==> config.mk <==
export PLATFORM = sky130hd
export DESIGN_NAME = sop_alu
export DESIGN_NICKNAME = d
export VERILOG_FILES = /design/src/rtl/sop_pkg.sv /design/src/rtl/sop_decode.sv /design/src/rtl/sop_lane.sv /design/src/rtl/sop_swap.sv /design/src/rtl/sop_alu.sv
export SDC_FILE = /design/constraint.sdc
export NUM_CORES = 1
export LEC_CHECK = 0
export BUFFER_PORTS_ARGS = -buffer_cell sky130_fd_sc_hd__buf_2
export CORE_MARGIN = 4
export CORE_UTILIZATION = 59
export DETAILED_ROUTE_END_ITERATION = 10
export GPL_TIMING_DRIVEN = 0
export PLACE_DENSITY = 0.82
export SLEW_MARGIN = 30
export SYNTH_ARGS = -nofsm -noshare
export SYNTH_HDL_FRONTEND = slang
export SYNTH_SLANG_ARGS = --single-unit
export TNS_END_PERCENT = 10
==> constraint.sdc <==
create_clock -name clk -period 5.5 [get_ports clk]
set_clock_uncertainty 0.15 [all_clocks]
set_input_delay 0.55 -clock clk [delete_from_list [all_inputs] [get_ports clk]]
set_output_delay 0.55 -clock clk [all_outputs]
set_load 0.05 [all_outputs]
==> src/rtl/sop_pkg.sv <==
package sop_pkg;

  // width of the opcode field taken from instruction bits 14:6
  localparam int OPC_W = 9;

  localparam logic [OPC_W-1:0] CODE_SWAP = 9'o003;
  localparam logic [OPC_W-1:0] CODE_CLR  = 9'o050;
  localparam logic [OPC_W-1:0] CODE_COM  = 9'o051;
  localparam logic [OPC_W-1:0] CODE_INC  = 9'o052;
  localparam logic [OPC_W-1:0] CODE_DEC  = 9'o053;
  localparam logic [OPC_W-1:0] CODE_NEG  = 9'o054;
  localparam logic [OPC_W-1:0] CODE_ADC  = 9'o055;
  localparam logic [OPC_W-1:0] CODE_SBC  = 9'o056;
  localparam logic [OPC_W-1:0] CODE_TST  = 9'o057;
  localparam logic [OPC_W-1:0] CODE_ROR  = 9'o060;
  localparam logic [OPC_W-1:0] CODE_ROL  = 9'o061;
  localparam logic [OPC_W-1:0] CODE_ASR  = 9'o062;
  localparam logic [OPC_W-1:0] CODE_ASL  = 9'o063;

  typedef enum logic [3:0] {
    OP_CLR, OP_COM, OP_INC, OP_DEC, OP_NEG, OP_ADC, OP_SBC,
    OP_TST, OP_ROR, OP_ROL, OP_ASR, OP_ASL, OP_SWAP, OP_BAD
  } sop_op_e;

  typedef struct packed {
    logic n;
    logic z;
    logic v;
    logic c;
  } ccode_t;

endpackage

==> src/rtl/sop_decode.sv <==
module sop_decode
  import sop_pkg::*;
(
  input  logic [OPC_W:0] instr_op,
  output sop_op_e        op,
  output logic           byte_mode,
  output logic           illegal
);

  logic [OPC_W-1:0] code;

  assign code      = instr_op[OPC_W-1:0];
  assign byte_mode = instr_op[OPC_W];

  always_comb begin
    op = OP_BAD;
    unique case (code)
      CODE_CLR:  op = OP_CLR;
      CODE_COM:  op = OP_COM;
      CODE_INC:  op = OP_INC;
      CODE_DEC:  op = OP_DEC;
      CODE_NEG:  op = OP_NEG;
      CODE_ADC:  op = OP_ADC;
      CODE_SBC:  op = OP_SBC;
      CODE_TST:  op = OP_TST;
      CODE_ROR:  op = OP_ROR;
      CODE_ROL:  op = OP_ROL;
      CODE_ASR:  op = OP_ASR;
      CODE_ASL:  op = OP_ASL;
      CODE_SWAP: op = byte_mode ? OP_BAD : OP_SWAP;
      default:   op = OP_BAD;
    endcase
  end

  assign illegal = (op == OP_BAD);

endmodule

==> src/rtl/sop_lane.sv <==
module sop_lane
  import sop_pkg::*;
#(
  parameter int LW = 16
) (
  input  sop_op_e         op,
  input  logic [LW-1:0]   opnd,
  input  ccode_t          cc_in,
  output logic [LW-1:0]   res,
  output ccode_t          cc_out,
  output logic            wr
);

  localparam logic [LW-1:0] MAX_POS = {1'b0, {(LW-1){1'b1}}};
  localparam logic [LW-1:0] MIN_NEG = {1'b1, {(LW-1){1'b0}}};
  localparam logic [LW-1:0] ONES    = {LW{1'b1}};
  localparam logic [LW-1:0] ZERO    = '0;
  localparam logic [LW-1:0] ONE     = {{(LW-1){1'b0}}, 1'b1};

  logic [LW-1:0] cin_ext;
  logic          c_new;
  logic          v_new;
  logic          v_is_nxc;
  logic          keep_nz;

  assign cin_ext = {{(LW-1){1'b0}}, cc_in.c};

  always_comb begin
    res      = opnd;
    c_new    = cc_in.c;
    v_new    = 1'b0;
    v_is_nxc = 1'b0;
    keep_nz  = 1'b0;
    wr       = 1'b1;
    unique case (op)
      OP_CLR: begin
        res   = ZERO;
        c_new = 1'b0;
      end
      OP_COM: begin
        res   = ~opnd;
        c_new = 1'b1;
      end
      OP_INC: begin
        res   = opnd + ONE;
        v_new = (opnd == MAX_POS);
      end
      OP_DEC: begin
        res   = opnd - ONE;
        v_new = (opnd == MIN_NEG);
      end
      OP_NEG: begin
        res   = ZERO - opnd;
        v_new = (res == MIN_NEG);
        c_new = (res != ZERO);
      end
      OP_ADC: begin
        res   = opnd + cin_ext;
        v_new = (opnd == MAX_POS) && cc_in.c;
        c_new = (opnd == ONES) && cc_in.c;
      end
      OP_SBC: begin
        res   = opnd - cin_ext;
        v_new = (res == MIN_NEG);
        c_new = (opnd == ZERO) && cc_in.c;
      end
      OP_TST: begin
        res   = opnd;
        c_new = 1'b0;
        wr    = 1'b0;
      end
      OP_ROR: begin
        res      = {cc_in.c, opnd[LW-1:1]};
        c_new    = opnd[0];
        v_is_nxc = 1'b1;
      end
      OP_ROL: begin
        res      = {opnd[LW-2:0], cc_in.c};
        c_new    = opnd[LW-1];
        v_is_nxc = 1'b1;
      end
      OP_ASR: begin
        res      = {opnd[LW-1], opnd[LW-1:1]};
        c_new    = opnd[0];
        v_is_nxc = 1'b1;
      end
      OP_ASL: begin
        res      = {opnd[LW-2:0], 1'b0};
        c_new    = opnd[LW-1];
        v_is_nxc = 1'b1;
      end
      default: begin
        // swap and undefined codes are resolved outside the lane
        res     = ZERO;
        c_new   = cc_in.c;
        v_new   = cc_in.v;
        keep_nz = 1'b1;
        wr      = 1'b0;
      end
    endcase
  end

  always_comb begin
    cc_out.n = keep_nz ? cc_in.n : res[LW-1];
    cc_out.z = keep_nz ? cc_in.z : (res == ZERO);
    cc_out.c = c_new;
    cc_out.v = v_is_nxc ? (res[LW-1] ^ c_new) : v_new;
  end

endmodule

==> src/rtl/sop_swap.sv <==
module sop_swap
  import sop_pkg::*;
#(
  parameter int W = 16
) (
  input  logic [W-1:0] opnd,
  output logic [W-1:0] res,
  output ccode_t       cc_out
);

  localparam int H = W / 2;

  assign res = {opnd[H-1:0], opnd[W-1:H]};

  always_comb begin
    cc_out.n = res[H-1];
    cc_out.z = (res[H-1:0] == '0);
    cc_out.v = 1'b0;
    cc_out.c = 1'b0;
  end

endmodule

==> src/rtl/sop_alu.sv <==
module sop_alu
  import sop_pkg::*;
#(
  parameter int W = 16
) (
  input  logic           clk,
  input  logic           rst,
  input  logic           in_valid,
  input  logic [OPC_W:0] instr_op,
  input  logic [W-1:0]   operand,
  input  logic [3:0]     flags_in,
  output logic           out_valid,
  output logic [W-1:0]   result,
  output logic           wr_en,
  output logic [3:0]     flags_out,
  output logic           illegal
);

  localparam int H      = W / 2;
  localparam int NLANES = 2;   // lane 0: full word, lane 1: low byte

  sop_op_e op;
  logic    byte_mode;
  logic    dec_bad;
  ccode_t  cc_in;

  assign cc_in = ccode_t'(flags_in);

  sop_decode u_dec (
    .instr_op  (instr_op),
    .op        (op),
    .byte_mode (byte_mode),
    .illegal   (dec_bad)
  );

  logic   [NLANES-1:0][W-1:0] lane_res;
  ccode_t [NLANES-1:0]        lane_cc;
  logic   [NLANES-1:0]        lane_wr;

  for (genvar g = 0; g < NLANES; g++) begin : g_lane
    localparam int LW = (g == 0) ? W : H;
    logic [LW-1:0] lres;

    sop_lane #(.LW(LW)) u_lane (
      .op     (op),
      .opnd   (operand[LW-1:0]),
      .cc_in  (cc_in),
      .res    (lres),
      .cc_out (lane_cc[g]),
      .wr     (lane_wr[g])
    );

    assign lane_res[g] = W'(lres);
  end

  logic   [W-1:0] swap_res;
  ccode_t         swap_cc;

  sop_swap #(.W(W)) u_swap (
    .opnd   (operand),
    .res    (swap_res),
    .cc_out (swap_cc)
  );

  logic   [W-1:0] nxt_res;
  ccode_t         nxt_cc;
  logic           nxt_wr;

  always_comb begin
    if (dec_bad) begin
      nxt_res = '0;
      nxt_cc  = cc_in;
      nxt_wr  = 1'b0;
    end else if (op == OP_SWAP) begin
      nxt_res = swap_res;
      nxt_cc  = swap_cc;
      nxt_wr  = 1'b1;
    end else begin
      nxt_res = lane_res[byte_mode];
      nxt_cc  = lane_cc[byte_mode];
      nxt_wr  = lane_wr[byte_mode];
    end
  end

  always_ff @(posedge clk) begin
    if (rst) begin
      out_valid <= 1'b0;
      result    <= '0;
      wr_en     <= 1'b0;
      flags_out <= '0;
      illegal   <= 1'b0;
    end else begin
      out_valid <= in_valid;
      if (in_valid) begin
        result    <= nxt_res;
        wr_en     <= nxt_wr;
        flags_out <= nxt_cc;
        illegal   <= dec_bad;
      end
    end
  end

endmodule

==> run_results.csv, run 1 <==
group,metric,value,unit
status,status,"finished clean",
floorplanning,start_util,0.606,
global_route,antenna_found_initial,0,
floorplanning,rows,29,
global_route,grt_max_degree,19,
power_and_ir_drop,combPwrFrac,0.424,
cts,clk_pin_slew_worst_paths,90,ps
sta,drv_slew,0,
sta,clock.fmax,0.190,GHz
cells_and_area,final_cell_mix,"58 x buf_2, 51 x nor2_1, 51 x a21oi_1",
synth,synthFlopType,"dfxtp_1",
worst_hold_path,min-delay-start,"result[7]",
drt,viasPerCell,7.42,
synth,netlist_top_cells_area,"dfxtp_1 12%, a21oi_1 6.6%, ha_1 6.2%",
floorplanning,die_h,88.8,um
drt,drc_errors,0,
sta,period_share,0.959,
cts,numCtsBuffers,3,
global_route,grt_pass1_vias,4456,
cts,cts_sinks,23,
worst_setup_path,rr_startpoint,"flags_out[2]",
power_and_ir_drop,ir_drop,0.158,mV
power_and_ir_drop,pwr-share-seq,0.350,
place,dpl_cell_area,4220,um2
sta,period_needed,5280,ps
synth,ys_types,77,
place,dp_cells,685,
drt,drtIter0Drc,926,
synth,synth-seq-cells,23,
worst_setup_path,required,5550,ps
sta,rsz0062_at_grt,"false",
power_and_ir_drop,switching_power,201,uW
synth,syn-cell-area,3850,um2
cells_and_area,multi_input_area,3170,um2
worst_setup_path,worst_path_max_delay_cell,"or4_1",
cells_and_area,final_area,4290,um2
drt,firstDrtPassIters,7,
cts,clk_path_buf_depth,2,
drt,dr_total_vias,5108,
cts,cts_tree,"built",
cts,cts-root-buf,"clkbuf_8",
global_route,track_usage,0.382,
cts,cts_setup_buffers,0,
cells_and_area,fillCellCount,595,
power_and_ir_drop,swShare,0.412,
floorplanning,dieArea,7880,um2
cts,htreeDepth,1,
sta,worstMarginPinSlew,846,ps
power_and_ir_drop,p_int,287,uW
cts,insertion_delay,270,ps
cells_and_area,n_antenna_cell,0,
place,place.gp.congestion,1.07,
sta,hold_viol,0,
run,maxCapViolations,0,
worst_setup_path,crit_type,"in -> reg",
synth,syn_inst,555,
worst_setup_path,cp_common_cell,"a21oi_1",
worst_setup_path,critPathCaptureType,"register",
cts,ctsHoldBuffers,0,
synth,async_reset_ff_frac,0,
synth,synth_seq_area_share,0.120,
sta,setup_viol,0,
worst_setup_path,cp-start-kind,"primary input",
worst_hold_path,hp-class,"reg -> reg",
power_and_ir_drop,pwr_density_cell,114,nW/um2
worst_setup_path,path_cells,"buf_2 > or3_1 > nor2_1 > nor2_2 > o21ai_1 > or4_1 > ha_1 > fa_1 > a21oi_1 > o2111ai_1 > a21oi_1 > a221o_1 > o211a_1 > or3b_1 > a2111oi_2 > a311oi_1 > nor3_1",
sta,hold_ws,329,ps
global_route,grt-ovfl-total,0,
place,port-buffer-count,52,
sta,slew_headroom,0.434,
cells_and_area,seq_area,460,um2
synth,synth_top_cell_area_share,0.120,
synth,syn_nets,608,
place,detailed_place_hpwl,11800,um
cts,ctsResizeCount,0,
cells_and_area,final_cells,688,
floorplanning,die_x,88.8,um
floorplanning,core,6350,um2
drt,wire_per_inst,22.2,um
cells_and_area,layout_commonest_cell,"buf_2",
cells_and_area,nNetsFinal,665,
cells_and_area,area_delta_synth_final,11.4,%
worst_setup_path,slowest_delay,620,ps
power_and_ir_drop,p_clk_frac,0.226,
synth,avgSynthCellArea,6.94,um2
worst_setup_path,arrival,5320,ps
worst_setup_path,worstSetupStartpoint,"instr_op[2]",
drt,detail-route-antenna-nets,0,
synth,yosysTopAreaCell,"dfxtp_1",
synth,ys.warnings.count,0,
global_route,grt_pass1_wl,23500,um
synth,synth-edff-count,0,
power_and_ir_drop,p_leak,1.65,nW
drt,drt-total-wl,15300,um
floorplanning,top_level_ports,56,
worst_setup_path,critical_path.max_fanout,10,
cells_and_area,drive_above_1_share,0.141,
area by class of cell:
cell class,instances,area share
Sequential cell,23,0.107
Inverter,13,0.0114
Clock inverter,1,0.00175
Buffer,45,0.0452
Multi-Input combinational cell,473,0.740
Clock buffer,3,0.00963
Tap cell,77,0.0225
Timing Repair Buffer,53,0.0619
Yosys cell counts (4+ instances only):
library cell,count
nor2b_1,9
xor2_1,10
nor3b_1,5
dfxtp_1,23
o211a_1,4
and3_1,7
nor3_1,24
o22ai_1,6
and4_1,4
a31oi_1,12
o221ai_1,5
or4_1,7
a311oi_1,5
a211oi_1,12
nand2_1,48
nand3_1,18
a221oi_1,4
ha_1,19
or3_1,9
mux2i_1,16
clkbuf_1,37
o41ai_1,4
o21ai_0,14
nor2_1,53
buf_2,5
a21oi_1,51
a22oi_1,4
a21o_1,6
o211ai_1,9
xnor2_1,13
inv_1,13
nand3b_1,5
nand4_1,7
nand2b_1,6
nor4_1,12
power by group through the flow:
stage | clock network [mW] | logic [mW] | registers (mW)
detailed placement | 0 | 0.196 | 0.175
global route | 0.116 | 0.220 | 0.171
global placement | 0 | 0.192 | 0.175
finish | 0.111 | 0.207 | 0.171
CTS | 0.110 | 0.197 | 0.171
floorplan | 0 | 0.122 | 0.186
flip-flops by register name, summed over array words and instances (netlist names):
name       flops
flags_out      4
result        16
wr_en          1
illegal        1
out_valid      1
per-layer routing:
layer,up-vias,track usage,share of wire
li1,2254,-,-
met1,2343,0.522,0.39
met2,437,0.566,0.43
met3,74,0.0968,0.13
met4,0,0.161,0.048
met5,-,0,0
worst max-delay path, delay by kind of cell:
| kind | cells | cell delay [ps] |
|---|---|---|
| compound gates | 8 | 2010 |
| fa+ha+maj | 2 | 690 |
| buf+inv | 1 | 220 |
| simple gates | 6 | 1850 |
cell families after synthesis:
group                    synth area share
buffers and inverters              0.0640
flip-flops                          0.120
multiplexers                       0.0533
AND/OR/NAND/NOR                     0.315
XOR/XNOR                           0.0523
adder cells (fa/ha/maj)            0.0669
AO/OA/AOI/OAI                       0.329
stage by stage:
stage	total power, mW	TNS [ps]	setup WS (ps)	utilization
6_report	0.489	0	224	0.675
3_5_place_dp	0.371	-83.6	-83.6	0.665
3_3_place_gp	0.366	-10.7	-10.7	0.662
4_1_cts	0.478	0	169	0.673
5_1_grt	0.507	0	59.6	0.675
2_1_floorplan	0.308	0	804	-
final timing paths:
kind,to,slack [ps],cells past startpoint
worst max-delay path,flags_out[2],220,17
worst min-delay path,result[7],330,2
worst max register to register,flags_out[2],4400,3
worst min register to register,result[7],330,2
(Power assumes the default switching activity.)
==> run 2: changes to the inputs <==
PLACE_DENSITY = 0.9   (was 0.82)
==> run_results.csv, run 2 (same netlist as run 1, synthesis figures left out) <==
group,metric,value,unit
status,status,"finished clean",
floorplanning,top_level_ports,56,
drt,detail-route-antenna-nets,0,
power_and_ir_drop,power,485,uW
cells_and_area,final_cells,687,
worst_hold_path,min-delay-start,"result[7]",
cells_and_area,final_cell_mix,"58 x buf_2, 52 x nor2_1, 51 x a21oi_1",
cts,htreeDepth,1,
worst_setup_path,arrival,5270,ps
floorplanning,dieArea,7880,um2
sta,period_share,0.949,
floorplanning,die_h,88.8,um
drt,drc_errors,0,
sta,slew_headroom,0.383,
worst_setup_path,rr_startpoint,"flags_out[2]",
run,maxCapViolations,0,
place,place.gp.congestion,1.06,
worst_setup_path,critical_path.max_fanout,10,
sta,worstMarginPinSlew,923,ps
global_route,grt_pass1_vias,4607,
global_route,track_usage,0.380,
drt,drtIter0Drc,1063,
cells_and_area,nNetsFinal,664,
cells_and_area,layout_commonest_cell,"buf_2",
sta,drv_slew,0,
cts,clk_pin_slew_worst_paths,80,ps
global_route,antenna_found_initial,0,
place,detailed_place_hpwl,11800,um
cts,ctsHoldBuffers,0,
drt,drt-total-wl,15400,um
drt,firstDrtPassIters,6,
cts,cts-root-buf,"clkbuf_8",
cells_and_area,n_antenna_cell,0,
worst_setup_path,crit_type,"in -> reg",
global_route,grt_max_degree,19,
floorplanning,start_util,0.606,
power_and_ir_drop,ir_drop,0.145,mV
power_and_ir_drop,p_leak,1.65,nW
sta,clock.fmax,0.192,GHz
cells_and_area,area_delta_synth_final,11.3,%
sta,hold_viol,0,
floorplanning,rows,29,
worst_setup_path,worstSetupStartpoint,"instr_op[7]",
cts,cts_sinks,23,
cts,cts_tree,"built",
cells_and_area,regMostFlops,"result",
floorplanning,core,6350,um2
worst_setup_path,critPathCaptureType,"register",
cells_and_area,final_util,0.675,
global_route,grt_pass1_wl,23300,um
place,port-buffer-count,52,
worst_hold_path,hp-class,"reg -> reg",
sta,rsz0062_at_grt,"false",
drt,wire_per_inst,22.4,um
worst_setup_path,required,5550,ps
cells_and_area,drive_above_1_share,0.141,
cts,clk_path_buf_depth,2,
cts,numCtsBuffers,3,
drt,dr_total_vias,5177,
place,dp_cells,685,
cts,cts_setup_buffers,0,
sta,period_needed,5220,ps
cts,ctsResizeCount,0,
cts,insertion_delay,270,ps
global_route,grt-ovfl-total,0,
power_and_ir_drop,pwr_density_cell,113,nW/um2
floorplanning,die_x,88.8,um
worst_setup_path,cp-start-kind,"primary input",
place,dpl_cell_area,4220,um2
drt,viasPerCell,7.54,
cells_and_area,top_regs,"result: 16 flops, flags_out: 4 flops",
cells_and_area,final_area,4280,um2
sta,setup_viol,0,
sta,fin_setup_tns,0,ps
cells_and_area,largest_reg_flops,16,
## run 2: critical path: stages
cell	delay, ps
buf_2	90
or3_1	90
buf_2	230
nor2_2	150
nor2_1	290
o21ai_1	260
or4_1	640
ha_1	270
fa_1	410
a21oi_1	300
o2111ai_1	290
a21oi_1	290
a221o_1	200
o211a_1	180
or3b_1	390
a2111oi_2	310
a311oi_1	150
nor3_1	180
## run 2: report_power, final
group	internal, mW	switching, mW	leakage [nW]
combinational	0.0664	0.140	1.44
sequential	0.170	0.00169	0.187
clock	0.0507	0.0571	0.0255
## run 2: worst paths after layout
kind / end / slack (ps) / cells past startpoint
max: flags_out[2] / 280 / 18
min: result[7] / 320 / 2
max reg2reg: flags_out[2] / 4390 / 3
min reg2reg: result[7] / 320 / 2
## run 2: per-layer routing
metal	vias up	wire length, um	global-route usage
met4	0	903	0.155
met1	2336	5740	0.500
met3	131	2120	0.0819
li1	2249	-	-
met5	-	0	0
met2	461	6640	0.600
## run 2: layout make-up
| cell class | instances | area [um2] |
|---|---|---|
| tap | 77 | 96.3 |
| clock buffer | 3 | 41.3 |
| sequential | 23 | 460 |
| timing repair buffer | 53 | 265 |
| buffer | 44 | 190 |
| clock inverter | 1 | 5.00 |
| multi-input combinational | 473 | 3180 |
| inverter | 13 | 48.8 |
| fill | 591 | 2070 |
## run 2: stage by stage
stage / hold slack (ps) / setup WS [ps]
global route: 347 / 105
floorplan: 472 / 804
global placement: 305 / 80.1
CTS: 322 / 244
finish: 318 / 279
detailed placement: 309 / -19.3
==> run 3: changes to the inputs <==
MAX_ROUTING_LAYER = met4   (was not set)
==> run_results.csv, run 3 (same netlist as run 1, synthesis figures left out) <==
group,metric,value,unit
drt,firstDrtPassIters,9,
cells_and_area,n_antenna_cell,0,
worst_setup_path,critPathCaptureType,"register",
cts,cts-root-buf,"clkbuf_8",
global_route,grt.busiest_layer,"met2",
drt,dr_total_vias,5122,
place,dpl_cell_area,4230,um2
worst_hold_path,min-delay-start,"result[7]",
global_route,grt_use_met2,0.600,
power_and_ir_drop,ir_drop,0.139,mV
worst_setup_path,cp-start-kind,"primary input",
worst_setup_path,required,5550,ps
drt,drc_errors,1,
worst_setup_path,crit_type,"in -> reg",
global_route,antenna_found_initial,0,
power_and_ir_drop,swShare,0.411,
power_and_ir_drop,pwr-share-seq,0.351,
sta,rsz0062_at_grt,"false",
sta,clock.fmax,0.189,GHz
floorplanning,core,6350,um2
global_route,grt_pass1_wl,24200,um
floorplanning,rows,29,
power_and_ir_drop,p_int,287,uW
cts,numCtsBuffers,3,
global_route,use_met3,0.0838,
cells_and_area,area_delta_synth_final,11.3,%
cts,clk_path_buf_depth,2,
worst_setup_path,rr_startpoint,"flags_out[2]",
power_and_ir_drop,pwr_density_cell,114,nW/um2
cells_and_area,final_cell_mix,"58 x buf_2, 51 x nor2_1, 50 x a21oi_1",
cells_and_area,drive_above_1_share,0.142,
sta,drv_slew,0,
cts,cts_sinks,23,
power_and_ir_drop,switching_power,201,uW
run,maxCapViolations,0,
sta,worstMarginPinSlew,997,ps
worst_setup_path,reg2regPathDepth,3,
cells_and_area,largest_reg_flops,16,
global_route,track_usage,0.411,
floorplanning,die_h,88.8,um
floorplanning,dieArea,7880,um2
global_route,grt_pass1_vias,4585,
worst_setup_path,critical_path.max_fanout,10,
cts,ctsHoldBuffers,0,
cts,cts_tree,"built",
floorplanning,die_x,88.8,um
drt,wire_per_inst,23.0,um
place,detailed_place_hpwl,12200,um
drt,drt-total-wl,15800,um
drt,detail-route-antenna-nets,0,
cts,clk_pin_slew_worst_paths,90,ps
power_and_ir_drop,p_leak,1.65,nW
cts,insertion_delay,270,ps
worst_setup_path,arrival,5340,ps
cells_and_area,top_regs,"result: 16 flops, flags_out: 4 flops",
place,port-buffer-count,52,
cells_and_area,final_area,4280,um2
power_and_ir_drop,p_clk_frac,0.225,
cells_and_area,layout_commonest_cell,"buf_2",
cts,cts_setup_buffers,0,
drt,drtIter0Drc,803,
worst_setup_path,worstSetupStartpoint,"instr_op[2]",
drt,viasPerCell,7.43,
global_route,grt-ovfl-total,0,
worst_hold_path,hp-class,"reg -> reg",
floorplanning,start_util,0.606,
sta,slew_headroom,0.330,
place,place.gp.congestion,1.06,
floorplanning,top_level_ports,56,
cts,ctsResizeCount,0,
global_route,grt_max_degree,19,
sta,period_needed,5290,ps
global_route,grtUsageMet1,0.548,
worst_setup_path,rrSetupSlack,4350,ps
cells_and_area,nNetsFinal,666,
status,violations,"design-rule violations",
power_and_ir_drop,combPwrFrac,0.424,
cells_and_area,final_util,0.675,
sta,setup_viol,0,
sta,period_share,0.962,
worst_hold_path,hold_depth,2,
cts,htreeDepth,1,
sta,hold_viol,0,
status,status,"finished with violations",
cells_and_area,regMostFlops,"result",
==> run 3: stage by stage <==
stage	hold slack [ps]	power (mW)	std cells	TNS [ps]	setup WS, ps
finish	332	0.488	689	0	210
global route	352	0.506	689	0	22.1
CTS	328	0.478	689	0	177
detailed placement	315	0.372	685	-43.0	-43.0
global placement	306	0.367	684	0	58.6
floorplan	472	0.308	555	0	804
==> run 3: path summary, 6_finish.rpt <==
kind                        to
setup / recovery  flags_out[2]
setup reg to reg  flags_out[2]
hold / removal       result[7]
hold reg to reg      result[7]
==> run 3: layout make-up <==
| class | instances | area, um2 |
|---|---|---|
| multi-input cells | 473 | 3170 |
| fillers | 585 | 2070 |
| flip-flops and latches | 23 | 460 |
| repair buffers | 53 | 265 |
| plain buffers | 46 | 198 |
| well taps | 77 | 96.3 |
| inverters | 13 | 48.8 |
| clock buffers | 3 | 41.3 |
| clock inverters | 1 | 5.00 |
==> run 3: power by group through the flow <==
stage	clock (mW)	sequential (mW)	combinational, mW
after floorplan	0	0.186	0.122
after global placement	0	0.175	0.192
after detailed placement	0	0.175	0.197
after CTS	0.109	0.171	0.198
after global routing	0.115	0.172	0.219
final	0.110	0.171	0.207
==> run 3: critical path, cell delays in order <==
cell,delay (ps)
buf_2,190
or3_1,140
clkbuf_1,230
nor2_1,170
nor2_2,200
o21ai_1,230
or4_1,640
ha_1,270
fa_1,430
a21oi_2,210
o2111ai_1,250
a21oi_1,320
a221o_1,220
o211a_1,200
or3b_1,380
a2111oi_2,340
a311oi_1,170
nor3_1,200
==> run 3: routing by layer <==
metal,up-vias,share of wire,wire [um]
met1,2337,0.39,6100
met5,-,0,0
met3,74,0.14,2260
li1,2250,-,-
met2,461,0.43,6740
met4,0,0.045,718
